[src/rtl/gpio_port_pkg.sv]
// Shared definitions for the banked GPIO port.
// Assumes a 3-bit function code per pad; the alternate slot order is irregular
// and is captured here once so every user decodes it the same way.
package gpio_port_pkg;

    localparam int FN_W = 3;

    typedef enum logic [FN_W-1:0] {
        FN_INPUT  = 3'd0,
        FN_OUTPUT = 3'd1,
        FN_SLOT5  = 3'd2,
        FN_SLOT4  = 3'd3,
        FN_SLOT0  = 3'd4,
        FN_SLOT1  = 3'd5,
        FN_SLOT2  = 3'd6,
        FN_SLOT3  = 3'd7
    } pad_fn_e;

    // True when the code hands the pad to an alternate peripheral.
    function automatic logic fn_is_alt(input logic [FN_W-1:0] code);
        return code >= 3'd2;
    endfunction

    // Alternate slot number for a code; 0 when the code is not alternate.
    function automatic logic [FN_W-1:0] fn_alt_slot(input logic [FN_W-1:0] code);
        case (pad_fn_e'(code))
            FN_SLOT0: return 3'd0;
            FN_SLOT1: return 3'd1;
            FN_SLOT2: return 3'd2;
            FN_SLOT3: return 3'd3;
            FN_SLOT4: return 3'd4;
            FN_SLOT5: return 3'd5;
            default:  return 3'd0;
        endcase
    endfunction

endpackage

[src/rtl/gpio_fn_regs.sv]
// Function-code storage: one FN_W field per pad, PER_WORD fields packed per
// bus word. Assumes one-hot word write strobes from the top-level decoder.
// Bits above the last field, and fields of absent pads, read zero.
module gpio_fn_regs
    import gpio_port_pkg::*;
#(
    parameter int NUM_PINS  = 54,
    parameter int DATA_W    = 32,
    parameter int PER_WORD  = 10,
    parameter int NUM_WORDS = (NUM_PINS + PER_WORD - 1) / PER_WORD
) (
    input  logic                        clk,
    input  logic                        rst_n,
    input  logic [NUM_WORDS-1:0]        wr_word,
    input  logic [DATA_W-1:0]           wr_data,
    output logic [NUM_PINS*FN_W-1:0]    fn_flat,
    output logic [NUM_WORDS*DATA_W-1:0] word_rd
);

    // Mask of bits that hold a real field in word w.
    function automatic logic [DATA_W-1:0] word_mask(input int w);
        logic [DATA_W-1:0] m;
        m = '0;
        for (int i = 0; i < PER_WORD; i++)
            if (w * PER_WORD + i < NUM_PINS)
                m[i*FN_W +: FN_W] = '1;
        return m;
    endfunction

    genvar p, w;
    generate
        for (p = 0; p < NUM_PINS; p++) begin : g_pin
            localparam int WIDX  = p / PER_WORD;
            localparam int SHIFT = (p % PER_WORD) * FN_W;
            logic [FN_W-1:0] fn_q;
            // Hold the pad's code; load it when its word is written.
            always_ff @(posedge clk) begin
                if (!rst_n)
                    fn_q <= FN_INPUT;
                else if (wr_word[WIDX])
                    fn_q <= wr_data[SHIFT +: FN_W];
            end
            assign fn_flat[p*FN_W +: FN_W] = fn_q;
        end

        for (w = 0; w < NUM_WORDS; w++) begin : g_word
            localparam logic [DATA_W-1:0] WMASK = word_mask(w);
            // Assemble the readback word from the fields of its pads.
            always_comb begin
                word_rd[w*DATA_W +: DATA_W] = '0;
                for (int i = 0; i < PER_WORD; i++)
                    if (w * PER_WORD + i < NUM_PINS)
                        word_rd[w*DATA_W + i*FN_W +: FN_W] =
                            fn_flat[(w*PER_WORD + i)*FN_W +: FN_W];
            end

            AST_FN_READBACK: assert property (@(posedge clk) disable iff (!rst_n)
                wr_word[w] |=> word_rd[w*DATA_W +: DATA_W] == ($past(wr_data) & WMASK));
        end
    endgenerate

    AST_ONE_WORD: assert property (@(posedge clk) disable iff (!rst_n)
        $onehot0(wr_word));

endmodule

[src/rtl/gpio_out_latch.sv]
// Output value store for all pads, changed only by bank-wide set and clear
// strobes. Assumes at most one bank strobe per cycle from the decoder; if a
// pad is both set and cleared in one cycle, clearing has priority.
module gpio_out_latch #(
    parameter int NUM_PINS  = 54,
    parameter int DATA_W    = 32,
    parameter int NUM_BANKS = (NUM_PINS + DATA_W - 1) / DATA_W
) (
    input  logic                 clk,
    input  logic                 rst_n,
    input  logic [NUM_BANKS-1:0] set_stb,
    input  logic [NUM_BANKS-1:0] clr_stb,
    input  logic [DATA_W-1:0]    wr_data,
    output logic [NUM_PINS-1:0]  lat_q
);

    logic [NUM_PINS-1:0] set_vec;
    logic [NUM_PINS-1:0] clr_vec;

    genvar p;
    generate
        for (p = 0; p < NUM_PINS; p++) begin : g_mask
            assign set_vec[p] = set_stb[p / DATA_W] & wr_data[p % DATA_W];
            assign clr_vec[p] = clr_stb[p / DATA_W] & wr_data[p % DATA_W];
        end
    endgenerate

    // Apply set then clear, so clear wins on a shared pad.
    always_ff @(posedge clk) begin
        if (!rst_n)
            lat_q <= '0;
        else
            lat_q <= (lat_q | set_vec) & ~clr_vec;
    end

    AST_SET_HIGH: assert property (@(posedge clk) disable iff (!rst_n)
        (|set_vec) |=> ((lat_q & $past(set_vec & ~clr_vec)) == $past(set_vec & ~clr_vec)));
    AST_CLR_LOW: assert property (@(posedge clk) disable iff (!rst_n)
        (|clr_vec) |=> ((lat_q & $past(clr_vec)) == '0));
    AST_UNTOUCHED_HOLD: assert property (@(posedge clk) disable iff (!rst_n)
        rst_n |=> (((lat_q ^ $past(lat_q)) & ~$past(set_vec | clr_vec)) == '0));

endmodule

[src/rtl/gpio_in_sync.sv]
// Two-flop synchronizer for the pad inputs. Assumes pad_in may change at any
// time relative to clk; the second stage feeds the level registers.
module gpio_in_sync #(
    parameter int NUM_PINS = 54
) (
    input  logic                clk,
    input  logic                rst_n,
    input  logic [NUM_PINS-1:0] pad_in,
    output logic [NUM_PINS-1:0] sync_q
);

    logic [NUM_PINS-1:0] meta_q;

    // Shift the pad levels through two register stages.
    always_ff @(posedge clk) begin
        if (!rst_n) begin
            meta_q <= '0;
            sync_q <= '0;
        end else begin
            meta_q <= pad_in;
            sync_q <= meta_q;
        end
    end

    AST_TWO_EDGE_DELAY: assert property (@(posedge clk) disable iff (!rst_n)
        $past(rst_n) |=> (sync_q == $past(pad_in, 2)));

endmodule

[src/rtl/gpio_bank_port.sv]
// Banked GPIO port top: decodes the register bus, holds function codes and
// output values, synchronizes pad inputs and drives the pad-side controls.
// Assumes one bus access per cycle and combinational read data.
module gpio_bank_port
    import gpio_port_pkg::*;
#(
    parameter int NUM_PINS  = 54,
    parameter int DATA_W    = 32,
    parameter int ADDR_W    = 8,
    parameter int PER_WORD  = 10,
    parameter int FN_BASE   = 'h00,
    parameter int SET_BASE  = 'h1C,
    parameter int CLR_BASE  = 'h28,
    parameter int LEV_BASE  = 'h34
) (
    input  logic                     clk,
    input  logic                     rst_n,
    input  logic                     reg_wen,
    input  logic [ADDR_W-1:0]        reg_addr,
    input  logic [DATA_W-1:0]        reg_wdata,
    output logic [DATA_W-1:0]        reg_rdata,
    input  logic [NUM_PINS-1:0]      pad_in,
    output logic [NUM_PINS-1:0]      pad_out,
    output logic [NUM_PINS-1:0]      pad_oe,
    output logic [NUM_PINS-1:0]      pad_alt_en,
    output logic [NUM_PINS*FN_W-1:0] pad_alt_num
);

    localparam int NUM_BANKS = (NUM_PINS + DATA_W - 1) / DATA_W;
    localparam int NUM_WORDS = (NUM_PINS + PER_WORD - 1) / PER_WORD;
    localparam int STEP      = DATA_W / 8;

    logic [NUM_WORDS-1:0]        hit_fn;
    logic [NUM_BANKS-1:0]        hit_set;
    logic [NUM_BANKS-1:0]        hit_clr;
    logic [NUM_BANKS-1:0]        hit_lev;
    logic [NUM_WORDS-1:0]        wr_fn;
    logic [NUM_BANKS-1:0]        wr_set;
    logic [NUM_BANKS-1:0]        wr_clr;
    logic [NUM_PINS*FN_W-1:0]    fn_flat;
    logic [NUM_WORDS*DATA_W-1:0] fn_words;
    logic [NUM_PINS-1:0]         lat_q;
    logic [NUM_PINS-1:0]         sync_q;
    logic [NUM_BANKS*DATA_W-1:0] lev_pad;

    // Match the bus address against every word of each register group.
    always_comb begin
        for (int k = 0; k < NUM_WORDS; k++)
            hit_fn[k] = (reg_addr == ADDR_W'(FN_BASE + k * STEP));
        for (int b = 0; b < NUM_BANKS; b++) begin
            hit_set[b] = (reg_addr == ADDR_W'(SET_BASE + b * STEP));
            hit_clr[b] = (reg_addr == ADDR_W'(CLR_BASE + b * STEP));
            hit_lev[b] = (reg_addr == ADDR_W'(LEV_BASE + b * STEP));
        end
    end

    assign wr_fn  = hit_fn  & {NUM_WORDS{reg_wen}};
    assign wr_set = hit_set & {NUM_BANKS{reg_wen}};
    assign wr_clr = hit_clr & {NUM_BANKS{reg_wen}};

    gpio_fn_regs #(
        .NUM_PINS (NUM_PINS),
        .DATA_W   (DATA_W),
        .PER_WORD (PER_WORD),
        .NUM_WORDS(NUM_WORDS)
    ) u_fn (
        .clk    (clk),
        .rst_n  (rst_n),
        .wr_word(wr_fn),
        .wr_data(reg_wdata),
        .fn_flat(fn_flat),
        .word_rd(fn_words)
    );

    gpio_out_latch #(
        .NUM_PINS (NUM_PINS),
        .DATA_W   (DATA_W),
        .NUM_BANKS(NUM_BANKS)
    ) u_out (
        .clk    (clk),
        .rst_n  (rst_n),
        .set_stb(wr_set),
        .clr_stb(wr_clr),
        .wr_data(reg_wdata),
        .lat_q  (lat_q)
    );

    gpio_in_sync #(
        .NUM_PINS(NUM_PINS)
    ) u_sync (
        .clk   (clk),
        .rst_n (rst_n),
        .pad_in(pad_in),
        .sync_q(sync_q)
    );

    // Zero-extend the synchronized levels to whole bank words.
    always_comb begin
        lev_pad = '0;
        lev_pad[NUM_PINS-1:0] = sync_q;
    end

    // Select read data; write-only and unmapped addresses return zero.
    always_comb begin
        reg_rdata = '0;
        for (int k = 0; k < NUM_WORDS; k++)
            if (hit_fn[k])
                reg_rdata = fn_words[k*DATA_W +: DATA_W];
        for (int b = 0; b < NUM_BANKS; b++)
            if (hit_lev[b])
                reg_rdata = lev_pad[b*DATA_W +: DATA_W];
    end

    assign pad_out = lat_q;

    genvar p;
    generate
        for (p = 0; p < NUM_PINS; p++) begin : g_pad
            logic [FN_W-1:0] code;
            assign code                        = fn_flat[p*FN_W +: FN_W];
            assign pad_oe[p]                   = (code == FN_OUTPUT);
            assign pad_alt_en[p]               = fn_is_alt(code);
            assign pad_alt_num[p*FN_W +: FN_W] = fn_alt_slot(code);
        end
    endgenerate

    AST_OE_ALT_EXCLUSIVE: assert property (@(posedge clk) disable iff (!rst_n)
        (pad_oe & pad_alt_en) == '0);
    AST_SLOT_ZERO_UNLESS_ALT: assert property (@(posedge clk) disable iff (!rst_n)
        !pad_alt_en[0] |-> (pad_alt_num[FN_W-1:0] == '0));
    AST_LATCH_FN_INDEPENDENT: assert property (@(posedge clk) disable iff (!rst_n)
        (wr_fn != '0) |=> $stable(pad_out));

endmodule

[config.mk]
export PLATFORM = sky130hd
export DESIGN_NAME = gpio_bank_port
export DESIGN_NICKNAME = d
export VERILOG_FILES = /design/src/rtl/gpio_port_pkg.sv /design/src/rtl/gpio_fn_regs.sv /design/src/rtl/gpio_out_latch.sv /design/src/rtl/gpio_in_sync.sv /design/src/rtl/gpio_bank_port.sv
export SDC_FILE = /design/constraint.sdc
export NUM_CORES = 1
export LEC_CHECK = 0
export ABC_AREA = 1
export ABC_CLOCK_PERIOD_IN_PS = 1200
export BUFFER_PORTS_ARGS = -buffer_cell sky130_fd_sc_hd__buf_2
export CORE_ASPECT_RATIO = 1.1
export CORE_MARGIN = 3
export CORE_UTILIZATION = 46
export CTS_CLUSTER_SIZE = 8
export DETAILED_ROUTE_END_ITERATION = 6
export HOLD_SLACK_MARGIN = 0.12
export PLACE_DENSITY = 0.78
export SLEW_MARGIN = 20
export SYNTH_ARGS = -nofsm -noshare
export SYNTH_HDL_FRONTEND = slang
export SYNTH_SLANG_ARGS = --single-unit
[constraint.sdc]
create_clock -name clk -period 1.2 [get_ports clk]
set_input_delay 0.12 -clock clk [delete_from_list [all_inputs] [get_ports clk]]
set_output_delay 0.12 -clock clk [all_outputs]
set_load 0.1 [all_outputs]
==> impl_results.rst, run 1 <==
.. list-table::
   :header-rows: 1

   * - Metric
     - Value
   * - Height of the die
     - around 190 um
   * - Placed cell area
     - 0.0265 mm2
   * - Netlist area before placement
     - ~0.014 mm2
   * - Number of synthesized flops with an enable pin
     - 0
   * - Number of placed I/O pins
     - 453
   * - Starting utilization of the core area
     - between 40% and 50%
   * - CTS buffer count
     - 46
   * - Syn_nets
     - approximately 2200
   * - Clk Tree Root Cell
     - sky130_fd_sc_hd__clkbuf_16
   * - Post-synthesis register bit count
     - 324
   * - Synthesized area per cell
     - ~6.8 um2
   * - Detailed placement HPWL
     - ~55 mm
   * - Total number of H-tree levels
     - 2
   * - Number of buffers added for setup after CTS
     - 130
   * - Maximum number of buffers from clock root to sink
     - 3
   * - Weighted congestion reported at the end of routability-driven placement
     - between 1 and 1.5
   * - Ys async rst share
     - 0%
   * - Number of hold buffers added after cts
     - 129
   * - Warnings from Yosys
     - 0
   * - Number of different library cells in the post-synthesis netlist
     - 26
   * - First reported error
     - [ERROR DPL-0038] Utilization greater than 100%, impossible to legalize
   * - Cells after Synth
     - slightly above 2000
   * - Status
     - aborted with a tool error
   * - Dominant cells by area after synthesis
     - sky130_fd_sc_hd__dfxtp_1 46%, sky130_fd_sc_hd__nand2_1 11%, sky130_fd_sc_hd__inv_1 9.4%
   * - Die extent in x
     - ~170 um
   * - Share of Yosys cell area claimed by the top area cell type
     - approximately 46%
   * - PortBufs
     - ~450
   * - Library cell occupying the most area in the post-synthesis netlist
     - sky130_fd_sc_hd__dfxtp_1
   * - Clk sinks
     - roughly 320
   * - Most frequent cells after synthesis
     - 430 x sky130_fd_sc_hd__nand2_1, 352 x sky130_fd_sc_hd__inv_1, 324 x sky130_fd_sc_hd__dfxtp_1
   * - Site row count
     - 66
   * - Quantity of gates resized following cts
     - around 710
   * - Proportion of synthesized chip area in sequential cells
     - between 40% and 50%
   * - Most frequently used cell type in the post-synthesis netlist
     - sky130_fd_sc_hd__nand2_1
   * - Stage at which the flow ended
     - clock tree synthesis (4_1_cts)
   * - Most instantiated flip-flop cell in the synthesis netlist
     - sky130_fd_sc_hd__dfxtp_1
-- stage by stage --
stage / utilization [%] / setup WS, ps / std cells / setup TNS, ps
after floorplan: - / -743 / 2054 / -27450
after global placement: 88.7 / -612 / 2992 / -92010
after detailed placement: 88.7 / -718 / 2992 / -112350
-- cell families after synthesis --
family / Yosys count / synth area share (%)
AOI/OAI and AO/OA: 514 / 19.5
buffers and inverters: 455 / 12.4
DFF: 324 / 46.1
and+or+nand+nor: 761 / 21.9
==> run 2: changes to the inputs <==
Settings changed: ABC_CLOCK_PERIOD_IN_PS 1200 to 1600, CORE_ASPECT_RATIO 1.1 to unset, CORE_UTILIZATION 46 to 40, CTS_CLUSTER_SIZE 8 to unset, HOLD_SLACK_MARGIN 0.12 to unset, PLACE_DENSITY 0.78 to unset, PLACE_DENSITY_LB_ADDON set to 0.15.
Clock period 1.2 ns to 1.6 ns, I/O delays scaled along.
==> run 2 against run 1 <==
The flow now finishes, with violations (negative setup slack). Area after synthesis unchanged. Synthesized cell count stayed put.
==> impl_results.rst, run 2 <==
.. list-table::
   :header-rows: 1

   * - Metric
     - Value
   * - Status
     - finished with violations (was aborted with a tool error)
   * - Violated checks
     - negative setup slack
   * - Design internal power
     - approximately 14 mW
   * - Reported max-cap violation count
     - 0
   * - Tightest slew margin relative to the limit
     - 64.0%
   * - Switching portion of total power
     - ~22%
   * - Library cell occupying the most area in the post-synthesis netlist
     - sky130_fd_sc_hd__dfxtp_1 (unchanged)
   * - Vias after detailed routing
     - ~16000
   * - Clock-pin slew on the worst setup and hold paths
     - 50 ps
   * - Endpoint kind of the worst setup timing path
     - output pin
   * - Share of cells above drive strength 1
     - 50.9%
   * - Worst Path Required
     - around 1400 ps
   * - Total GRT Usage
     - a little under a third
   * - Maximum number of buffers from clock root to sink
     - 3 (unchanged)
   * - PortBufs
     - 452 (unchanged)
   * - Actual transition at the worst max-transition pin
     - roughly 540 ps
   * - Pre-CTS WS
     - -519 ps (was -718 ps)
   * - Switching power
     - 4.14 mW
   * - Most instantiated flip-flop cell in the synthesis netlist
     - sky130_fd_sc_hd__dfxtp_1 (unchanged)
   * - Starting utilization of the core area
     - 40.6% (was 47.1%)
   * - Most frequently used cell type in the post-synthesis netlist
     - sky130_fd_sc_hd__nand2_1 (unchanged)
   * - Post-synthesis register bit count
     - 324 (unchanged)
   * - Cells after Synth
     - 2054 (unchanged)
   * - Clk sinks
     - 324 (unchanged)
   * - Overflow after GRT
     - 0
   * - Clk Tree Root Cell
     - sky130_fd_sc_hd__clkbuf_16 (unchanged)
   * - Site row count
     - 68 (was 66)
   * - Power, Total
     - approximately 18 mW
   * - Fill cell instance count of the final layout
     - ~2200
   * - Commonest non-fill, non-tap cell in the layout
     - sky130_fd_sc_hd__nand2_1
   * - Number of hold violations in the final report
     - 0
   * - Largest register FFs
     - 162
   * - Dominant cells by area after synthesis
     - sky130_fd_sc_hd__dfxtp_1 46%, sky130_fd_sc_hd__nand2_1 11%, sky130_fd_sc_hd__inv_1 9.4% (unchanged)
   * - Most frequent cells in the layout
     - 276 x sky130_fd_sc_hd__nand2_1, 216 x sky130_fd_sc_hd__buf_12, 212 x sky130_fd_sc_hd__dfxtp_1
   * - Most frequent cells after synthesis
     - 430 x sky130_fd_sc_hd__nand2_1, 352 x sky130_fd_sc_hd__inv_1, 324 x sky130_fd_sc_hd__dfxtp_1 (unchanged)
   * - Worst hold-check path type
     - in2reg
   * - Post-route DRC
     - 0
   * - Setup clock skew after layout
     - 12.5 ps
   * - Warnings from Yosys
     - 0 (unchanged)
   * - Post-layout worst setup margin
     - -269 ps
   * - Final Setup Violations
     - 42
   * - Proportion of synthesized chip area in sequential cells
     - 46.1% (unchanged)
   * - Startpoint kind of the worst setup timing path
     - input port
   * - Router iterations before antenna repair
     - 5
   * - Number of different library cells in the post-synthesis netlist
     - 26 (unchanged)
   * - Type of the worst setup path
     - in2out
   * - Total number of H-tree levels
     - 2 (unchanged)
   * - Placed cell area
     - 0.0215 mm2 (was 0.0265 mm2)
   * - Maximum number of pins on one net before global-route repair
     - approximately 70
   * - Clock insertion delay at the later pin of the skew report
     - between 500 and 600 ps
   * - Wire length of the first global-routing pass
     - about 95 mm
   * - Layout Cell Area excl Fill
     - around 0.027 mm2
   * - Average vias per placed instance
     - 5.18
   * - Synthesized area per cell
     - 6.85 um2 (unchanged)
   * - Syn_nets
     - 2151 (unchanged)
   * - Relative contribution of sequential cells to total power
     - 44.5%
   * - Area delta synth->final
     - 93.7%
   * - Die extent in x
     - 194 um (was 173 um)
   * - Initial antenna violation count
     - 3
   * - Pwr per Cell Area
     - 675 mW/mm2
   * - Worst VDD drop
     - roughly 790 uV
   * - Leakage
     - between 10 and 15 nW
   * - Share of Yosys cell area claimed by the top area cell type
     - 46.1% (unchanged)
   * - Number of synthesized flops with an enable pin
     - 0 (unchanged)
   * - Height of the die
     - 194 um (was 189 um)
   * - Largest reg by FF count
     - u_fn.g_pin.fn_q
   * - Area of the core
     - approximately 0.035 mm2
   * - Placed cells
     - 2946 (was 2992)
   * - Final Cycle Share
     - 117%
   * - Number of global-route vias before repair
     - ~16000
   * - Number of nets in the layout
     - about 2800
   * - Drt wl/cell
     - 19.9 um
   * - Fin crit period
     - around 1900 ps
   * - Part of the power in the clock network
     - 48.8%
   * - Clock tree from TritonCTS
     - yes
   * - Netlist area before placement
     - 0.0141 mm2 (unchanged)
   * - Weighted congestion reported at the end of routability-driven placement
     - 0.935 (was 1.07)
   * - First DRT Iteration DRCs
     - ~1000
   * - CTS buffer count
     - 36 (was 46)
   * - Post-detailed-routing wire length
     - between 60 and 70 mm
   * - Maximum net fanout on the critical path
     - 13
   * - Antenna-violating nets left
     - 0
   * - Gate power share
     - 6.7%
   * - Max-slew violation count
     - 0
   * - Detailed placement HPWL
     - 44.8 mm (was 55.2 mm)
   * - Arr. time, crit path
     - roughly 1700 ps
   * - Achievable frequency
     - ~0.54 GHz
   * - Setup Total Neg Slack
     - -6850 ps
   * - Die outline area
     - approximately 0.037 mm2
   * - Number of placed I/O pins
     - 453 (unchanged)
   * - RSZ-0062 raised after global routing
     - yes
   * - Final Instance Count excl. Fillers
     - between 3000 and 4000
   * - Ys async rst share
     - 0% (unchanged)
[run 2: cell counts after synthesis]
Identical to the previous run, type by type.
[run 2: through the flow]
step / hold slack (ps) / util (%)
after floorplan: 258 / -
after global placement: 342 / 62.1
after detailed placement: 345 / 62.1
after CTS: 0.184 / 76.1
after global routing: 19.3 / 78.7
final: 16.5 / 78.7
[run 2: worst paths after layout]
path | end | slack, ps | start | cells after the start
worst max-delay path | reg_rdata[17] | -270 | reg_addr[1] | 12
worst min-delay path | u_fn.g_pin[18].fn_q[1]$_SDFFE_PN0P_ | 20 | reg_wdata[25] | 3
worst max register to register | u_fn.g_pin[13].fn_q[2]$_SDFFE_PN0P_ | 540 | u_fn.g_pin[13].fn_q[2]$_SDFFE_PN0P_ | 5
worst min register to register | u_sync.sync_q[51]$_SDFF_PN0_ | 410 | u_sync.meta_q[51]$_SDFF_PN0_ | 2
[run 2: kinds of logic after synthesis]
| logic type | share of synthesized area (%) |
|---|---|
| simple gates | 21.9 |
| compound gates | 19.5 |
| buf+inv | 12.4 |
| flops | 46.1 |
[run 2: repair_timing]
action | CTS | global route
hold buffers | 72 | 0
setup endpoints to repair | 279 | 164
hold endpoints to repair | 90 | 0
setup buffers | 61 | 34
cloned | 10 | 0
pin swaps | 110 | 64
resized for setup | 788 | 232
[run 2: layer usage]
metal,global-route usage [%],up-vias,routed length (um),part of all wire (%)
li1,-,7808,-,-
met1,35.3,7802,22600,36
met2,58.0,704,32600,51
met3,6.97,171,4670,7.4
met4,15.1,2,3580,5.6
met5,0,-,13,0.020
[run 2: critical path, cell delays in order]
cell and delay (ps):
sky130_fd_sc_hd__buf_8 110, sky130_fd_sc_hd__nor2_4 200, sky130_fd_sc_hd__buf_4 140, sky130_fd_sc_hd__buf_4 100
sky130_fd_sc_hd__nand3_4 90, sky130_fd_sc_hd__nor2_8 120, sky130_fd_sc_hd__inv_4 70, sky130_fd_sc_hd__buf_12 160
sky130_fd_sc_hd__o21ai_1 180, sky130_fd_sc_hd__o21ai_2 110, sky130_fd_sc_hd__nand3_4 80, sky130_fd_sc_hd__buf_12 170
[run 2: layout make-up]
| type | count | area [um2] | share of cell area [%] |
|---|---|---|---|
| Antenna cell | 2 | 5.00 | 0.0184 |
| Clock buffer | 55 | 1090 | 4.01 |
| Clock inverter | 8 | 198 | 0.725 |
| Inverter | 358 | 1510 | 5.53 |
| Multi-Input combinational cell | 1275 | 8670 | 31.8 |
| Sequential cell | 324 | 6750 | 24.8 |
| Tap cell | 455 | 569 | 2.09 |
| Timing Repair Buffer | 707 | 8460 | 31.0 |
[run 2: power groups by stage]
stage                     Clock, mW  Combinational [mW]  Sequential (mW)
after global placement            0               0.966             8.43
final                          8.98                1.24             8.18
after floorplan                   0               0.517             8.43
after CTS                      9.04                1.20             8.22
after detailed placement          0               0.976             8.43
after global routing           9.41                1.32             8.19
No activity file was read; power rests on OpenSTA's default activity.
